File: src/rtl/dr_pkg.sv
package dr_pkg;

    typedef enum logic {
        RSP_OKAY  = 1'b0,
        RSP_RETRY = 1'b1
    } rsp_code_e;

    typedef enum logic [1:0] {
        ENG_IDLE   = 2'd0,
        ENG_FETCH  = 2'd1,
        ENG_COMMIT = 2'd2
    } eng_state_e;

    typedef struct packed {
        logic respond;
        logic retry;
        logic take_hold;
        logic start_rd;
        logic start_wr;
        logic inval;
    } dr_action_t;

    // Per-request decision of the target from engine and holding state.
    function automatic dr_action_t decide(
        input logic sel,
        input logic we,
        input logic eng_idle,
        input logic hold_valid,
        input logic hold_match,
        input logic hold_stale
    );
        dr_action_t a;
        a = '0;
        a.respond = sel;
        if (sel) begin
            if (we) begin
                if (eng_idle) begin
                    a.start_wr = 1'b1;
                    a.inval    = hold_match;
                end else begin
                    a.retry = 1'b1;
                end
            end else if (hold_match) begin
                a.take_hold = 1'b1;
            end else begin
                a.retry    = 1'b1;
                a.start_rd = eng_idle && (!hold_valid || hold_stale);
            end
        end
        return a;
    endfunction

endpackage

File: src/rtl/dr_decode.sv
module dr_decode #(
    parameter int          BUS_AW   = 32,
    parameter int          WIN_LOG2 = 12,
    parameter int          BYTE_OFS = 2,
    parameter logic [31:0] WIN_BASE = 32'h4000_0000
) (
    input  logic                         req_vld,
    input  logic [BUS_AW-1:0]            req_addr,
    output logic                         sel,
    output logic [WIN_LOG2-BYTE_OFS-1:0] word_addr
);
    localparam logic [BUS_AW-1:0] BASE_W = BUS_AW'(WIN_BASE);

    logic unused_lsb;

    assign sel        = req_vld && (req_addr[BUS_AW-1:WIN_LOG2] == BASE_W[BUS_AW-1:WIN_LOG2]);
    assign word_addr  = req_addr[WIN_LOG2-1:BYTE_OFS];
    assign unused_lsb = ^req_addr[BYTE_OFS-1:0];
endmodule

File: src/rtl/dr_engine.sv
module dr_engine
    import dr_pkg::*;
#(
    parameter int WA     = 10,
    parameter int DW     = 32,
    parameter int RD_LAT = 200,
    parameter int WR_LAT = 200
) (
    input  logic          clk,
    input  logic          rst,
    input  logic          start_rd,
    input  logic          start_wr,
    input  logic [WA-1:0] addr,
    input  logic [DW-1:0] wdata,
    output logic          idle,
    output logic          fetch_done,
    output logic          int_rd_en,
    output logic [WA-1:0] int_raddr,
    output logic          int_we,
    output logic [WA-1:0] int_waddr,
    output logic [DW-1:0] int_wdata
);
    localparam int MAX_LAT = (RD_LAT > WR_LAT) ? RD_LAT : WR_LAT;
    localparam int CNT_W   = $clog2(MAX_LAT + 1);

    eng_state_e       st;
    logic [CNT_W-1:0] cnt;
    logic             last;

    assign last = (cnt == CNT_W'(1));

    always_ff @(posedge clk) begin
        if (rst) begin
            st        <= ENG_IDLE;
            cnt       <= '0;
            int_raddr <= '0;
            int_waddr <= '0;
            int_wdata <= '0;
        end else begin
            case (st)
                ENG_IDLE: begin
                    if (start_rd) begin
                        st        <= ENG_FETCH;
                        cnt       <= CNT_W'(RD_LAT);
                        int_raddr <= addr;
                    end else if (start_wr) begin
                        st        <= ENG_COMMIT;
                        cnt       <= CNT_W'(WR_LAT);
                        int_waddr <= addr;
                        int_wdata <= wdata;
                    end
                end
                ENG_FETCH, ENG_COMMIT: begin
                    cnt <= cnt - CNT_W'(1);
                    if (last) st <= ENG_IDLE;
                end
                default: st <= ENG_IDLE;
            endcase
        end
    end

    assign idle       = (st == ENG_IDLE);
    assign int_rd_en  = (st == ENG_FETCH);
    assign fetch_done = (st == ENG_FETCH) && last;
    assign int_we     = (st == ENG_COMMIT) && last;
endmodule

File: src/rtl/dr_hold.sv
module dr_hold #(
    parameter int WA       = 10,
    parameter int DW       = 32,
    parameter int HOLD_TMO = 1024
) (
    input  logic          clk,
    input  logic          rst,
    input  logic          fetch_start,
    input  logic [WA-1:0] start_addr,
    input  logic          fetch_done,
    input  logic [DW-1:0] fill_data,
    input  logic          consume,
    input  logic          inval,
    input  logic [WA-1:0] look_addr,
    output logic          valid,
    output logic          match,
    output logic          stale,
    output logic [DW-1:0] data
);
    localparam int AGE_W = $clog2(HOLD_TMO + 1);

    logic [WA-1:0]    tag;
    logic [AGE_W-1:0] age;

    always_ff @(posedge clk) begin
        if (rst) begin
            valid <= 1'b0;
            tag   <= '0;
            data  <= '0;
            age   <= '0;
        end else if (fetch_start) begin
            valid <= 1'b0;
            tag   <= start_addr;
        end else if (fetch_done) begin
            valid <= 1'b1;
            data  <= fill_data;
            age   <= '0;
        end else if (consume || inval) begin
            valid <= 1'b0;
        end else if (valid && (age != AGE_W'(HOLD_TMO))) begin
            age <= age + AGE_W'(1);
        end
    end

    assign match = valid && (tag == look_addr);
    assign stale = (age == AGE_W'(HOLD_TMO));
endmodule

File: src/rtl/dly_retry_target.sv
module dly_retry_target
    import dr_pkg::*;
#(
    parameter int          BUS_AW   = 32,
    parameter int          DW       = 32,
    parameter int          WIN_LOG2 = 12,
    parameter logic [31:0] WIN_BASE = 32'h4000_0000,
    parameter int          RD_LAT   = 200,
    parameter int          WR_LAT   = 200,
    parameter int          HOLD_TMO = 1024,
    localparam int         BYTE_OFS = $clog2(DW / 8),
    localparam int         WA       = WIN_LOG2 - BYTE_OFS
) (
    input  logic              clk,
    input  logic              rst,
    input  logic              req_vld,
    input  logic              req_we,
    input  logic [BUS_AW-1:0] req_addr,
    input  logic [DW-1:0]     req_wdata,
    output logic              rsp_vld,
    output logic              rsp_code,
    output logic [DW-1:0]     rsp_rdata,
    output logic              int_rd_en,
    output logic [WA-1:0]     int_raddr,
    input  logic [DW-1:0]     int_rdata,
    output logic              int_we,
    output logic [WA-1:0]     int_waddr,
    output logic [DW-1:0]     int_wdata
);
    logic          sel;
    logic [WA-1:0] waddr;
    logic          eng_idle;
    logic          fetch_done;
    logic          h_valid;
    logic          h_match;
    logic          h_stale;
    logic [DW-1:0] h_data;
    dr_action_t    act;

    dr_decode #(
        .BUS_AW  (BUS_AW),
        .WIN_LOG2(WIN_LOG2),
        .BYTE_OFS(BYTE_OFS),
        .WIN_BASE(WIN_BASE)
    ) dec_i (
        .req_vld  (req_vld),
        .req_addr (req_addr),
        .sel      (sel),
        .word_addr(waddr)
    );

    always_comb begin
        act = decide(sel, req_we, eng_idle, h_valid, h_match, h_stale);
    end

    dr_engine #(
        .WA    (WA),
        .DW    (DW),
        .RD_LAT(RD_LAT),
        .WR_LAT(WR_LAT)
    ) eng_i (
        .clk       (clk),
        .rst       (rst),
        .start_rd  (act.start_rd),
        .start_wr  (act.start_wr),
        .addr      (waddr),
        .wdata     (req_wdata),
        .idle      (eng_idle),
        .fetch_done(fetch_done),
        .int_rd_en (int_rd_en),
        .int_raddr (int_raddr),
        .int_we    (int_we),
        .int_waddr (int_waddr),
        .int_wdata (int_wdata)
    );

    dr_hold #(
        .WA      (WA),
        .DW      (DW),
        .HOLD_TMO(HOLD_TMO)
    ) hold_i (
        .clk        (clk),
        .rst        (rst),
        .fetch_start(act.start_rd),
        .start_addr (waddr),
        .fetch_done (fetch_done),
        .fill_data  (int_rdata),
        .consume    (act.take_hold),
        .inval      (act.inval),
        .look_addr  (waddr),
        .valid      (h_valid),
        .match      (h_match),
        .stale      (h_stale),
        .data       (h_data)
    );

    always_ff @(posedge clk) begin
        if (rst) begin
            rsp_vld   <= 1'b0;
            rsp_code  <= RSP_OKAY;
            rsp_rdata <= '0;
        end else begin
            rsp_vld   <= act.respond;
            rsp_code  <= act.retry ? RSP_RETRY : RSP_OKAY;
            rsp_rdata <= act.take_hold ? h_data : '0;
        end
    end
endmodule

File: config.mk
export PLATFORM = sky130hd
export DESIGN_NAME = dly_retry_target
export DESIGN_NICKNAME = d
export VERILOG_FILES = /design/src/rtl/dr_pkg.sv /design/src/rtl/dr_decode.sv /design/src/rtl/dr_engine.sv /design/src/rtl/dr_hold.sv /design/src/rtl/dly_retry_target.sv
export SDC_FILE = /design/constraint.sdc
export NUM_CORES = 1
export LEC_CHECK = 0
export CAP_MARGIN = 20
export CORE_MARGIN = 8
export CORE_UTILIZATION = 30
export CTS_BUF_LIST = sky130_fd_sc_hd__clkbuf_16
export DETAILED_ROUTE_END_ITERATION = 8
export DONT_BUFFER_PORTS = 1
export PLACE_DENSITY = 0.52
export SYNTH_ARGS = -nofsm -noshare
export SYNTH_HDL_FRONTEND = slang
export SYNTH_SLANG_ARGS = --single-unit
File: constraint.sdc
create_clock -name clk -period 2.3 [get_ports clk]
set_input_delay 0.345 -clock clk [delete_from_list [all_inputs] [get_ports clk]]
set_output_delay 0.345 -clock clk [all_outputs]
set_load 0.02 [all_outputs]
==> impl_metrics.csv <==
group,metric,value,unit
clock_tree,cts_tree,"built",
finish,final_cell_mix,"dfxtp_1 (150), nand2_1 (138), a21oi_1 (75), nor2_1 (42), and2_1 (34)",
clock_tree,cts_sinks,150,
pwr,power_frac_comb,1.4,%
route,viasPerCell,4.968,
logic_synthesis,ys.flop_type,"dfxtp_1",
sta,layout_setup_ws,0.05479,ns
setup_path,r2r-start,"hold_i.tag[0]",
logic_synthesis,syn_inst,634,
pwr,p_leak,2.237,nW
floorplanning,design.portCount,188,
floorplanning,start_util,30.31,%
grt,grt_usage,13.63,%
sta,finalMaxSlewViolations,0,
setup_path,startpoint,"hold_i.tag[0]",
floorplanning,dieArea,23410,um^2
logic_synthesis,synth_fp_nets,741,
pwr,seq_power_share,46.5,%
setup_path,worstSetupEndpoint,"eng_i.cnt[6]",
sta,finalSetupViolations,0,
setup_path,timing.rr.end,"eng_i.cnt[6]",
finish,area_delta_synth_final,19.64,%
setup_path,r2r_cells,7,
logic_synthesis,synth_cell_types,48,
placed_design,post-place-ws,0.03739,ns
logic_synthesis,seq_area_frac_synth,53.32,%
finish,nNetsFinal,756,
logic_synthesis,avgSynthCellArea,8.883,um^2
placed_design,hpwl,10690,um
logic_synthesis,synth_top_area_share,53.32,%
setup_path,worstPathRequired,2.62,ns
route,avgRoutedWirePerCell,17.87,um
finish,fillers,1886,
pwr,power_switching_share,22.02,%
setup_path,cp_max_fo,5,
finish,utilization,36.26,%
pwr,vdd_drop_max,0.4654,mV
route,drt-initial-drc-count,213,
finish,final_cell_area,6738,um^2
logic_synthesis,yosysTopAreaCell,"dfxtp_1",
placed_design,placed_cell_area,6008,um^2
logic_synthesis,synth_edf_count,0,
clock_tree,clock_path_buffers,2,
clock_tree,numCtsBuffers,17,
finish,diodes,0,
run,drv_cap,0,
clock_tree,clk_pin_slew_worst_paths,0.06,ns
setup_path,crit_chain,"xnor2_1 -> nand4_1 -> or3_1 -> a311oi_2 -> buf_4 -> o21ai_0 -> a221oi_1",
logic_synthesis,async_flop_share,0,%
setup_path,end_kind,"flip-flop",
route,firstDrtPassIters,4,
worst_hold_path,min_path_type,"in2reg",
logic_synthesis,ys_ff_latch,150,
placed_design,gp_congestion,0.7965,
pwr,p_clk_share,52.1,%
finish,drive_gt1_share,11.18,%
setup_path,rrSetupSlack,0.05,ns
floorplanning,fp.dieW,153.0,um
pwr,p_sw,1.230,mW
grt,grt_max_degree,44,
sta,tightest_slew,0.6691,ns
finish,final_common_cell,"dfxtp_1",
route,drc,0,
clock_tree,htree_levels,4,
grt,grt_pass1_vias,4575,
floorplanning,placement_rows,50,
logic_synthesis,synth_area_leaders,"dfxtp_1 (53%), nand2_1 (9.2%), a21oi_1 (6.8%)",
setup_path,worstSetupPathType,"reg2reg",
sta,fin_setup_tns,0,ns
floorplanning,dieHeight,153.0,um
sta,period_needed,2.245,ns
sta,relSlewSlack,54.24,%
setup_path,cp.arrival,2.56,ns
setup_path,critPathLaunchType,"flip-flop",
clock_tree,clk_latency,0.42,ns
route,wl,16010,um
setup_path,crit_slowest_cell,"a311oi_2",
setup_path,cpPeakStageDelay,0.45,ns
worst_hold_path,hold_path_depth,2,
pwr,power_density,829.1,nW/um^2
grt,grt_pass1_wl,25390,um
clock_tree,clockRootBuffer,"clkbuf_16",
sta,post-route-period-util,97.62,%
logic_synthesis,syn_area,5632,um^2
floorplanning,coreArea,18580,um^2
logic_synthesis,yosys_warnings,0,
sta,fmax,445.4,MHz
placed_design,port_buffers,0,
grt,antenna_found_initial,0,
sta,fin_skew,0.01123,ns
run_status,status,"finished, final reports clean",
grt,grt-ovfl-total,0,
route,vias,4451,
route,ant_nets,0,
sta,hold_violations,0,
sta,rsz0062_at_grt,"true",
pwr,p_int,4.357,mW
per-layer routing:
| layer | wire (um) | track usage [%] | up-vias |
|---|---|---|---|
| met5 | 0 | 0 | - |
| met4 | 365 | 5.796 | 0 |
| li1 | - | - | 2179 |
| met2 | 8043 | 22.84 | 119 |
| met1 | 6364 | 15.06 | 2131 |
| met3 | 1234 | 5.554 | 22 |
sequential cells by signal (all words and copies together), names as in the netlist:
name,count
eng_i.int_raddr,10
hold_i.tag,10
rsp_code,1
hold_i.data,32
eng_i.cnt,8
hold_i.valid,1
eng_i.st,2
rsp_rdata,32
eng_i.int_wdata,32
rsp_vld,1
hold_i.age,11
eng_i.int_waddr,10
power groups by stage:
| stage | Combinational (mW) | Sequential [mW] | Clock [mW] |
|---|---|---|---|
| finish | 0.0781 | 2.60 | 2.91 |
| detailed placement | 0.0278 | 2.66 | 0 |
| floorplan | 0.0462 | 2.66 | 0 |
| global placement | 0.0276 | 2.66 | 0 |
| global route | 0.0841 | 2.59 | 3.12 |
| CTS | 0.0800 | 2.60 | 3.01 |
repair_timing:
item                                    in CTS  in global routing
hold endpoints to repair                    43                  0
buffers inserted                             0                  1
hold buffers                                 6                  0
resized for setup                            0                  4
endpoints found under the setup margin       0                 56
kinds of logic (layout without fill, tap and decap cells):
family | count (synthesis) | in the layout | share of synthesized area, %
AO/OA/AOI/OAI | 110 | 110 | 11.40
XOR/XNOR | 12 | 12 | 1.866
adder cells (fa/ha/maj) | 7 | 7 | 1.555
buffers and inverters | 46 | 74 | 3.199
flip-flops | 150 | 150 | 53.32
multiplexers | 32 | 32 | 5.688
AND/OR/NAND/NOR | 277 | 277 | 22.97
per-stage QoR:
step	std cells	power [mW]	hold slack (ns)
floorplan	634	2.702	0.4291
global placement	857	2.683	0.4281
detailed placement	857	2.683	0.4289
CTS	895	5.681	0.03548
global route	896	5.798	0.04161
finish	896	5.587	0.05887
cell type report:
cell class | instances | area [um^2] | area share (%)
Clock inverter | 15 | 190.2 | 2.823
Clock buffer | 17 | 425.4 | 6.314
Sequential cell | 150 | 3003 | 44.57
Multi-Input combinational cell | 438 | 2485 | 36.88
Timing Repair Buffer | 27 | 285.3 | 4.234
Tap cell | 234 | 292.8 | 4.345
Inverter | 15 | 56.30 | 0.8357
worst max-delay path, delay by kind of cell, from the launching register on:
kind | cells | cell delay, ns
flip-flops | 1 | 0.32
AND/OR/NAND/NOR | 2 | 0.53
AO/OA/AOI/OAI | 3 | 0.83
XOR/XNOR | 1 | 0.24
buffers and inverters | 1 | 0.22
how the worst min path moves through the flow:
stage | from | slack, ns | to
after global placement | rst | 0.43 | hold_i.data[29]
after CTS | req_wdata[13] | 0.04 | eng_i.int_wdata[13]
after detailed placement | rst | 0.43 | hold_i.data[29]
after floorplan | hold_i.data[0] | 0.43 | rsp_rdata[0]
after global routing | req_addr[5] | 0.04 | eng_i.int_waddr[3]
final | req_wdata[13] | 0.06 | eng_i.int_wdata[13]
synth_stat cells (2+ instances only):
master    number
and4_1         2
clkinv_1       2
nor2b_1        2
nor2_1        42
or4_4          2
a31oi_1        2
xnor2_1       11
ha_1           7
inv_1         13
mux2i_1       32
a21oi_1       76
nand4_1        7
dfxtp_1      150
nand2b_1       3
clkbuf_1      27
nand2_1      138
or4_1          4
nor3_1        10
o21ai_0       13
buf_2          3
and2_1        34
o31ai_1        3
or3b_2         3
nand3b_1       2
a221oi_1       3
nand3_1       13
or2_2          3
nor4_1         7
No activity file was read; power rests on OpenSTA's default activity.
